[src/rtl/pfv_pkg.sv]
package pfv_pkg;

  typedef enum logic [3:0] {
    OP_CONT    = 4'd0,
    OP_HALT    = 4'd1,
    OP_LOOP    = 4'd2,
    OP_ENDLOOP = 4'd3,
    OP_GOTO    = 4'd4,
    OP_CALL    = 4'd5,
    OP_RET     = 4'd6,
    OP_WAIT    = 4'd7,
    OP_LDELAY  = 4'd8
  } op_e;

  typedef enum logic [3:0] {
    ST_BUSY         = 4'd0,
    ST_HALTED       = 4'd1,
    ST_SPIN_OK      = 4'd2,
    ST_SPIN_CALLGRW = 4'd3,
    ST_SPIN_LOOPGRW = 4'd4,
    ST_OVERRUN      = 4'd5,
    ST_CALL_OVF     = 4'd6,
    ST_RET_UNDER    = 4'd7,
    ST_LOOP_OVF     = 4'd8,
    ST_END_UNDER    = 4'd9,
    ST_END_MISMATCH = 4'd10
  } code_e;

  typedef enum logic [2:0] {
    S_IDLE,
    S_CLEAR,
    S_FETCH,
    S_EXEC,
    S_SCAN,
    S_DONE
  } state_e;

endpackage

[src/rtl/pfv_sdp_ram.sv]
module pfv_sdp_ram #(
  parameter int AW = 6,
  parameter int DW = 8
) (
  input  logic          clk,
  input  logic          we,
  input  logic [AW-1:0] waddr,
  input  logic [DW-1:0] wdata,
  input  logic [AW-1:0] raddr,
  output logic [DW-1:0] rdata
);
  localparam int WORDS = 1 << AW;

  logic [DW-1:0] mem [WORDS];

  always_ff @(posedge clk) begin
    if (we) mem[waddr] <= wdata;
    rdata <= mem[raddr];
  end
endmodule

[src/rtl/pfv_lifo.sv]
module pfv_lifo #(
  parameter int DEPTH = 8,
  parameter int DW    = 6,
  parameter int CW    = $clog2(DEPTH + 1)
) (
  input  logic          clk,
  input  logic          rst,
  input  logic          clr,
  input  logic          push,
  input  logic          pop,
  input  logic [DW-1:0] din,
  output logic [DW-1:0] top,
  output logic [CW-1:0] count,
  output logic          empty,
  output logic          full
);
  localparam int IW = (DEPTH > 1) ? $clog2(DEPTH) : 1;
  localparam logic [CW-1:0] LIMIT = CW'(DEPTH);

  logic [DW-1:0] slot [DEPTH];

  assign empty = (count == '0);
  assign full  = (count == LIMIT);
  assign top   = empty ? '0 : slot[IW'(count - 1'b1)];

  always_ff @(posedge clk) begin
    if (rst || clr) begin
      count <= '0;
    end else if (push && !full) begin
      slot[IW'(count)] <= din;
      count <= count + 1'b1;
    end else if (pop && !empty) begin
      count <= count - 1'b1;
    end
  end

  // the walker never pushes onto a full stack
  p_push_not_full_r6: assert property (@(posedge clk) disable iff (rst)
    push |-> !full);
  // the walker never pops an empty stack
  p_pop_not_empty_r7: assert property (@(posedge clk) disable iff (rst)
    pop |-> !empty);
  p_one_op_r6: assert property (@(posedge clk) disable iff (rst)
    !(push && pop));
endmodule

[src/rtl/pfv_flow_verifier.sv]
module pfv_flow_verifier
  import pfv_pkg::*;
#(
  parameter int ADDR_W   = 6,
  parameter int ARG_W    = 16,
  parameter int MAX_SUB  = 8,
  parameter int MAX_LOOP = 8
) (
  input  logic              clk,
  input  logic              rst,
  input  logic              prog_we,
  input  logic [ADDR_W-1:0] prog_waddr,
  input  logic [ARG_W+3:0]  prog_wdata,
  input  logic              start,
  output logic              done,
  output logic [3:0]        status,
  output logic [ADDR_W-1:0] fault_addr,
  output logic              unused_valid,
  output logic [ADDR_W-1:0] unused_addr
);
  localparam int DEPTH   = 1 << ADDR_W;
  localparam int INSTR_W = ARG_W + 4;
  localparam int SUB_W   = $clog2(MAX_SUB + 1);
  localparam int LOOP_W  = $clog2(MAX_LOOP + 1);
  localparam int INFO_W  = 1 + SUB_W + LOOP_W;
  localparam logic [ADDR_W:0] LAST_CNT = (ADDR_W + 1)'(DEPTH - 1);
  localparam logic [ADDR_W:0] END_CNT  = (ADDR_W + 1)'(DEPTH);

  state_e              state_q;
  logic [ADDR_W-1:0]   pc_q;
  logic [ADDR_W:0]     cnt_q;
  logic                pend_q;
  logic [ADDR_W-1:0]   pend_addr_q;
  code_e               code_q;
  logic [ADDR_W-1:0]   end_pc_q;

  // instruction fetch
  logic [INSTR_W-1:0]  instr;
  op_e                 op;
  logic [ARG_W-1:0]    arg;
  logic [ADDR_W:0]     target;

  pfv_sdp_ram #(.AW(ADDR_W), .DW(INSTR_W)) u_prog (
    .clk(clk), .we(prog_we), .waddr(prog_waddr), .wdata(prog_wdata),
    .raddr(pc_q), .rdata(instr)
  );

  assign op     = op_e'(instr[INSTR_W-1:ARG_W]);
  assign arg    = instr[ARG_W-1:0];
  assign target = {|arg[ARG_W-1:ADDR_W], arg[ADDR_W-1:0]};

  // per-address visit record {visited, sub depth, loop depth}
  logic                info_we;
  logic [ADDR_W-1:0]   info_waddr, info_raddr;
  logic [INFO_W-1:0]   info_wdata, info_rd;
  logic                seen;
  logic [SUB_W-1:0]    seen_sub;
  logic [LOOP_W-1:0]   seen_loop;

  pfv_sdp_ram #(.AW(ADDR_W), .DW(INFO_W)) u_info (
    .clk(clk), .we(info_we), .waddr(info_waddr), .wdata(info_wdata),
    .raddr(info_raddr), .rdata(info_rd)
  );

  assign seen      = info_rd[INFO_W-1];
  assign seen_sub  = info_rd[INFO_W-2 -: SUB_W];
  assign seen_loop = info_rd[LOOP_W-1:0];

  // shadow stacks
  logic                stk_clr;
  logic                sub_push, sub_pop, sub_empty, sub_full;
  logic [ADDR_W-1:0]   sub_top;
  logic [SUB_W-1:0]    sub_cnt;
  logic                lp_push, lp_pop, lp_empty, lp_full;
  logic [ADDR_W-1:0]   lp_top;
  logic [LOOP_W-1:0]   lp_cnt;

  assign stk_clr = (state_q == S_CLEAR);

  pfv_lifo #(.DEPTH(MAX_SUB), .DW(ADDR_W), .CW(SUB_W)) u_sub (
    .clk(clk), .rst(rst), .clr(stk_clr), .push(sub_push), .pop(sub_pop),
    .din(pc_q), .top(sub_top), .count(sub_cnt), .empty(sub_empty),
    .full(sub_full)
  );

  pfv_lifo #(.DEPTH(MAX_LOOP), .DW(ADDR_W), .CW(LOOP_W)) u_loop (
    .clk(clk), .rst(rst), .clr(stk_clr), .push(lp_push), .pop(lp_pop),
    .din(pc_q), .top(lp_top), .count(lp_cnt), .empty(lp_empty),
    .full(lp_full)
  );

  // record write / read steering
  assign info_we    = (state_q == S_CLEAR) || (state_q == S_EXEC && !seen);
  assign info_waddr = (state_q == S_CLEAR) ? cnt_q[ADDR_W-1:0] : pc_q;
  assign info_wdata = (state_q == S_CLEAR) ? '0 : {1'b1, sub_cnt, lp_cnt};
  assign info_raddr = (state_q == S_SCAN) ? cnt_q[ADDR_W-1:0] : pc_q;

  // instruction evaluation
  logic            fin;
  code_e           fin_code;
  logic [ADDR_W:0] nxt;

  always_comb begin
    fin      = 1'b0;
    fin_code = ST_BUSY;
    nxt      = {1'b0, pc_q} + 1'b1;
    sub_push = 1'b0;
    sub_pop  = 1'b0;
    lp_push  = 1'b0;
    lp_pop   = 1'b0;
    if (state_q == S_EXEC) begin
      if (seen) begin
        fin = 1'b1;
        if (seen_sub != sub_cnt)     fin_code = ST_SPIN_CALLGRW;
        else if (seen_loop != lp_cnt) fin_code = ST_SPIN_LOOPGRW;
        else                          fin_code = ST_SPIN_OK;
      end else begin
        case (op)
          OP_HALT: begin
            fin      = 1'b1;
            fin_code = ST_HALTED;
          end
          OP_CALL: begin
            if (sub_full) begin
              fin      = 1'b1;
              fin_code = ST_CALL_OVF;
            end else begin
              sub_push = 1'b1;
              nxt      = target;
            end
          end
          OP_RET: begin
            if (sub_empty) begin
              fin      = 1'b1;
              fin_code = ST_RET_UNDER;
            end else begin
              sub_pop = 1'b1;
              nxt     = {1'b0, sub_top} + 1'b1;
            end
          end
          OP_LOOP: begin
            if (lp_full) begin
              fin      = 1'b1;
              fin_code = ST_LOOP_OVF;
            end else begin
              lp_push = 1'b1;
            end
          end
          OP_ENDLOOP: begin
            if (lp_empty) begin
              fin      = 1'b1;
              fin_code = ST_END_UNDER;
            end else if (ARG_W'(lp_top) != arg) begin
              fin      = 1'b1;
              fin_code = ST_END_MISMATCH;
            end else begin
              lp_pop = 1'b1;
            end
          end
          OP_GOTO: nxt = target;
          default: ;
        endcase
        if (!fin && nxt[ADDR_W]) begin
          fin      = 1'b1;
          fin_code = ST_OVERRUN;
        end
      end
    end
  end

  // control sequence
  always_ff @(posedge clk) begin
    if (rst) begin
      state_q      <= S_IDLE;
      pc_q         <= '0;
      cnt_q        <= '0;
      pend_q       <= 1'b0;
      pend_addr_q  <= '0;
      code_q       <= ST_BUSY;
      end_pc_q     <= '0;
      done         <= 1'b0;
      status       <= '0;
      fault_addr   <= '0;
      unused_valid <= 1'b0;
      unused_addr  <= '0;
    end else begin
      unused_valid <= 1'b0;
      case (state_q)
        S_IDLE, S_DONE: begin
          if (start) begin
            state_q    <= S_CLEAR;
            cnt_q      <= '0;
            done       <= 1'b0;
            status     <= '0;
            fault_addr <= '0;
          end
        end
        S_CLEAR: begin
          cnt_q <= cnt_q + 1'b1;
          if (cnt_q == LAST_CNT) begin
            state_q <= S_FETCH;
            pc_q    <= '0;
          end
        end
        S_FETCH: state_q <= S_EXEC;
        S_EXEC: begin
          if (fin) begin
            code_q   <= fin_code;
            end_pc_q <= pc_q;
            cnt_q    <= '0;
            pend_q   <= 1'b0;
            state_q  <= S_SCAN;
          end else begin
            pc_q    <= nxt[ADDR_W-1:0];
            state_q <= S_FETCH;
          end
        end
        S_SCAN: begin
          if (cnt_q != END_CNT) begin
            pend_q      <= 1'b1;
            pend_addr_q <= cnt_q[ADDR_W-1:0];
            cnt_q       <= cnt_q + 1'b1;
          end else begin
            pend_q <= 1'b0;
          end
          unused_valid <= pend_q && !seen;
          unused_addr  <= pend_addr_q;
          if (cnt_q == END_CNT && !pend_q) begin
            state_q    <= S_DONE;
            done       <= 1'b1;
            status     <= code_q;
            fault_addr <= end_pc_q;
          end
        end
        default: state_q <= S_IDLE;
      endcase
    end
  end

  // no code shows while busy
  p_busy_zero_r1: assert property (@(posedge clk) disable iff (rst)
    !done |-> status == 4'd0);
  // the result holds until a new start
  p_result_hold_r1: assert property (@(posedge clk) disable iff (rst)
    (done && !start) |=> (done && $stable(status) && $stable(fault_addr)));
  // a finished walk always carries a defined exit code
  p_code_legal_r2: assert property (@(posedge clk) disable iff (rst)
    done |-> (status != 4'd0 && status <= 4'd10));
  // a revisit always ends the walk
  p_revisit_ends_r3: assert property (@(posedge clk) disable iff (rst)
    (state_q == S_EXEC && seen) |=> state_q == S_SCAN);
  // unreached-address pulses come only before the result
  p_unused_before_done_r10: assert property (@(posedge clk) disable iff (rst)
    unused_valid |-> !done);
endmodule

[config.mk]
export PLATFORM = sky130hd
export DESIGN_NAME = pfv_flow_verifier
export DESIGN_NICKNAME = d
export VERILOG_FILES = /design/src/rtl/pfv_pkg.sv /design/src/rtl/pfv_sdp_ram.sv /design/src/rtl/pfv_lifo.sv /design/src/rtl/pfv_flow_verifier.sv
export SDC_FILE = /design/constraint.sdc
export NUM_CORES = 2
export LEC_CHECK = 0
export ABC_AREA = 1
export BUFFER_PORTS_ARGS = -buffer_cell sky130_fd_sc_hd__clkbuf_2
export CAP_MARGIN = 0
export CORE_MARGIN = 3
export CORE_UTILIZATION = 45
export DETAILED_ROUTE_END_ITERATION = 8
export PLACE_DENSITY = 0.68
export SETUP_SLACK_MARGIN = 0.3
export SKIP_CTS_REPAIR_TIMING = 1
export SLEW_MARGIN = 20
export SYNTH_ARGS = -nofsm -noshare
export SYNTH_HDL_FRONTEND = slang
export SYNTH_HIERARCHICAL = 1
export SYNTH_SLANG_ARGS = --single-unit
[constraint.sdc]
create_clock -name clk -period 3.6 [get_ports clk]
set_clock_uncertainty 0.2 [all_clocks]
set_input_delay 0 -clock clk [delete_from_list [all_inputs] [get_ports clk]]
set_output_delay 0 -clock clk [all_outputs]
set_load 0.02 [all_outputs]
==> impl_metrics.yaml <==
layout:
  final_cell_area_mm2: 0.09425
  final_util: 0.5120
  final_layout_size_suffix_gt1_frac: 0.1024
  nFillCells: 15690
  seq_area_mm2: 0.06040
  finalNonFillerCells: 10040
  multiInputGateArea_mm2: 0.02096
  final_nets: 7445
  area_growth_pct: 12.62
global_route:
  grt_pass1_wl_mm: 324.7
  grt-ovfl-total: 0
  grt_pass1_vias: 52420
  grt_max_degree: 145
  grt_util_all_layers: 0.2209
  antenna_found_initial: 8
floorplan:
  rows: 157
  die_y_um: 437.2
  initial_core_util: 0.4547
  core_area_mm2: 0.1841
  io_pins: 48
  die-area_mm2: 0.1912
  chipWidth_um: 437.2
routing:
  dr.first_iter.drc_count: 6255
  vias: 55690
  postRouteAntennaNets: 0
  firstDrtPassIters: 6
  vias_per_cell: 5.546
  drc_errors: 0
  wirelength_mm: 215.9
  wl_per_cell_um: 21.50
power:
  p_leak_nw: 33.87
  pwr-share-comb: 0.033
  p_int_mw: 37.31
  p_switching_mw: 9.939
  p_total_mw: 47.25
  p_seq_frac: 0.557
  p_sw_frac: 0.2103
  pwr-share-clk: 0.410
  p_per_area_mw_per_mm2: 501.4
  vdd_drop_max_uv: 435.6
run_status:
  status: "finished clean"
critical_path:
  cp_data_required_time_ps: 3850
  arrival_ps: 3460
  start_kind: "register"
  crit_type: "reg2reg"
  worstPathMaxFanout: 8
  crit_path_end_kind: "register"
yosys:
  synthCells: 7283
  yosys_register_bits: 2040
  synthTopCellsByCount: "nand2_1, edfxtp_1, nand3_1"
  synth_cell_types: 46
  synth_fp_nets: 7321
  yosysTopAreaCell: "edfxtp_1"
  yosysMostFrequentCell: "nand2_1"
  synth_area_per_cell_um2: 11.49
  yosysWarnings: 6
  synth_top_area_frac: 0.7004
  synth_edf_count: 1952
  synth-main-ff-cell: "edfxtp_1"
  synthArstFlopShare: 0
  synth_seq_area_share: 0.7215
  synth_area_leaders: "edfxtp_1, nand2_1, nand3_1, dfxtp_1, buf_2"
  netlist_area_mm2: 0.08369
timing:
  min_period_ps: 3209
  tightestPinTransition_ps: 1101
  max_freq_ghz: 0.3117
  setup_viol_count_final: 0
  finalSetupTns_ps: 0
  fin_crit_sh: 0.8913
  setup_slack_ps: 391.3
  max_slew_margin: 0.2659
  fin_hold_ws_ps: 82.45
  final_hold_viol_count: 0
  drv_slew: 0
  rsz0062_at_grt: "yes"
clocking:
  clkTransAtPathRegs_ps: 60
  clkLatencyLatePin_ps: 820
  clock-sinks: 2040
  cts_root_buf: "clkbuf_16"
  cts_tree: "done"
  cts-buffers-inserted: 193
  htree_levels: 4
  clk_path_buf_depth: 3
place:
  port_buffers: 47
  hpwlAfterDp_mm: 122.7
  dpl_cell_area_mm2: 0.08773
  dp_cells: 9634
  dpl_worst_slack_ps: 223.6
  gp_congestion: 0.8703
run:
  drv_cap: 0
worst_hold_path:
  hold_class: "in2reg"
==> cells by family after synthesis <==
logic type               after synthesis  share of synthesized area
AO/OA/AOI/OAI                        180                    0.01247
XOR/XNOR                              18                   0.001884
flip-flops                          2040                     0.7215
adder cells (fa/ha/maj)                8                   0.001196
AND/OR/NAND/NOR                     4491                     0.2300
buffers and inverters                546                    0.03301
==> final timing paths <==
path              slack, ps                         from                     endpoint  cells after the start
setup / recovery        390      state_q[1]$_SDFFE_PP0P_  u_loop/slot[2][5]$_DFFE_PP_                     11
hold reg to reg         270  pend_addr_q[1]$_SDFFE_PP0P_  unused_addr[1]$_SDFFE_PP0P_                      2
hold / removal           80                          rst        cnt_q[6]$_SDFFE_PP0P_                      4
setup reg to reg        390      state_q[1]$_SDFFE_PP0P_  u_loop/slot[2][5]$_DFFE_PP_                     11
==> flip-flops by register name (all words and copies together), names as in the netlist, 4 cells and up <==
register,flops
u_info/mem,576
u_loop/slot,48
u_sub/slot,48
u_prog/rdata,20
u_prog/mem,1280
end_pc_q,6
u_info/rdata,9
unused_addr,6
pend_addr_q,6
pc_q,6
cnt_q,7
code_q,4
status,4
u_sub/count,4
u_loop/count,4
fault_addr,6
==> final cells by class <==
cell class,count,area share
clock inverters,96,0.007620
repair buffers,369,0.03572
flip-flops and latches,2040,0.6408
inverters,106,0.004567
well taps,2464,0.03271
clock buffers,258,0.05584
diodes,12,0.0003186
multi-input cells,4697,0.2224
==> worst max-delay path, stage by stage (launching register included) <==
cell and delay, ps:
dfxtp_1 440, inv_1 140, nor2_2 270, inv_1 210, nor2_1 130, inv_1 110, buf_4 170, nor3b_1 320
nand2_4 160, nor2_4 130, nand2_2 110, nor2_1 450
==> routing by layer <==
metal | part of all wire | track usage | up-vias | wire length, um
met5 | 0.000060 | 0 | - | 13
met2 | 0.48 | 0.3572 | 2441 | 104000
met1 | 0.40 | 0.3016 | 27070 | 86500
met3 | 0.083 | 0.03762 | 409 | 17870
met4 | 0.035 | 0.08026 | 2 | 7484
li1 | - | - | 25770 | -
==> power groups by stage <==
stage	registers, mW	clock network, mW	logic (mW)
final	26.3	19.4	1.54
after global routing	26.3	20.6	1.67
after CTS	26.3	19.7	1.49
after detailed placement	26.8	0	1.48
after global placement	26.8	0	1.44
after floorplan	26.8	0	0.763
==> cells in the final DEF (no fill, tap or decap), types with 7 or more instances in the layout <==
cell,netlist,layout
diode_2,0,12
nor4_4,0,8
nor4_2,2,11
nand4_1,24,24
nand3_2,7,7
clkinv_2,0,25
o211ai_2,8,8
dlygate4sd3_1,0,32
dfxtp_1,88,82
nand3_1,1610,1610
inv_1,80,70
inv_6,1,7
a21oi_1,51,51
o21ai_0,88,80
nor2_1,277,210
clkbuf_16,0,201
nor2_2,5,71
clkinv_1,4,51
nor3_1,14,14
o21ai_1,4,8
nand2_1,2504,2504
clkbuf_2,3,39
edfxtp_1,1952,1952
o22ai_1,13,13
xor2_1,10,10
buf_4,45,240
buf_12,0,48
clkbuf_1,81,54
bufinv_16,0,7
xnor2_1,8,8
inv_2,20,27
nand2_2,13,13
No activity file was read; power rests on OpenSTA's default activity.
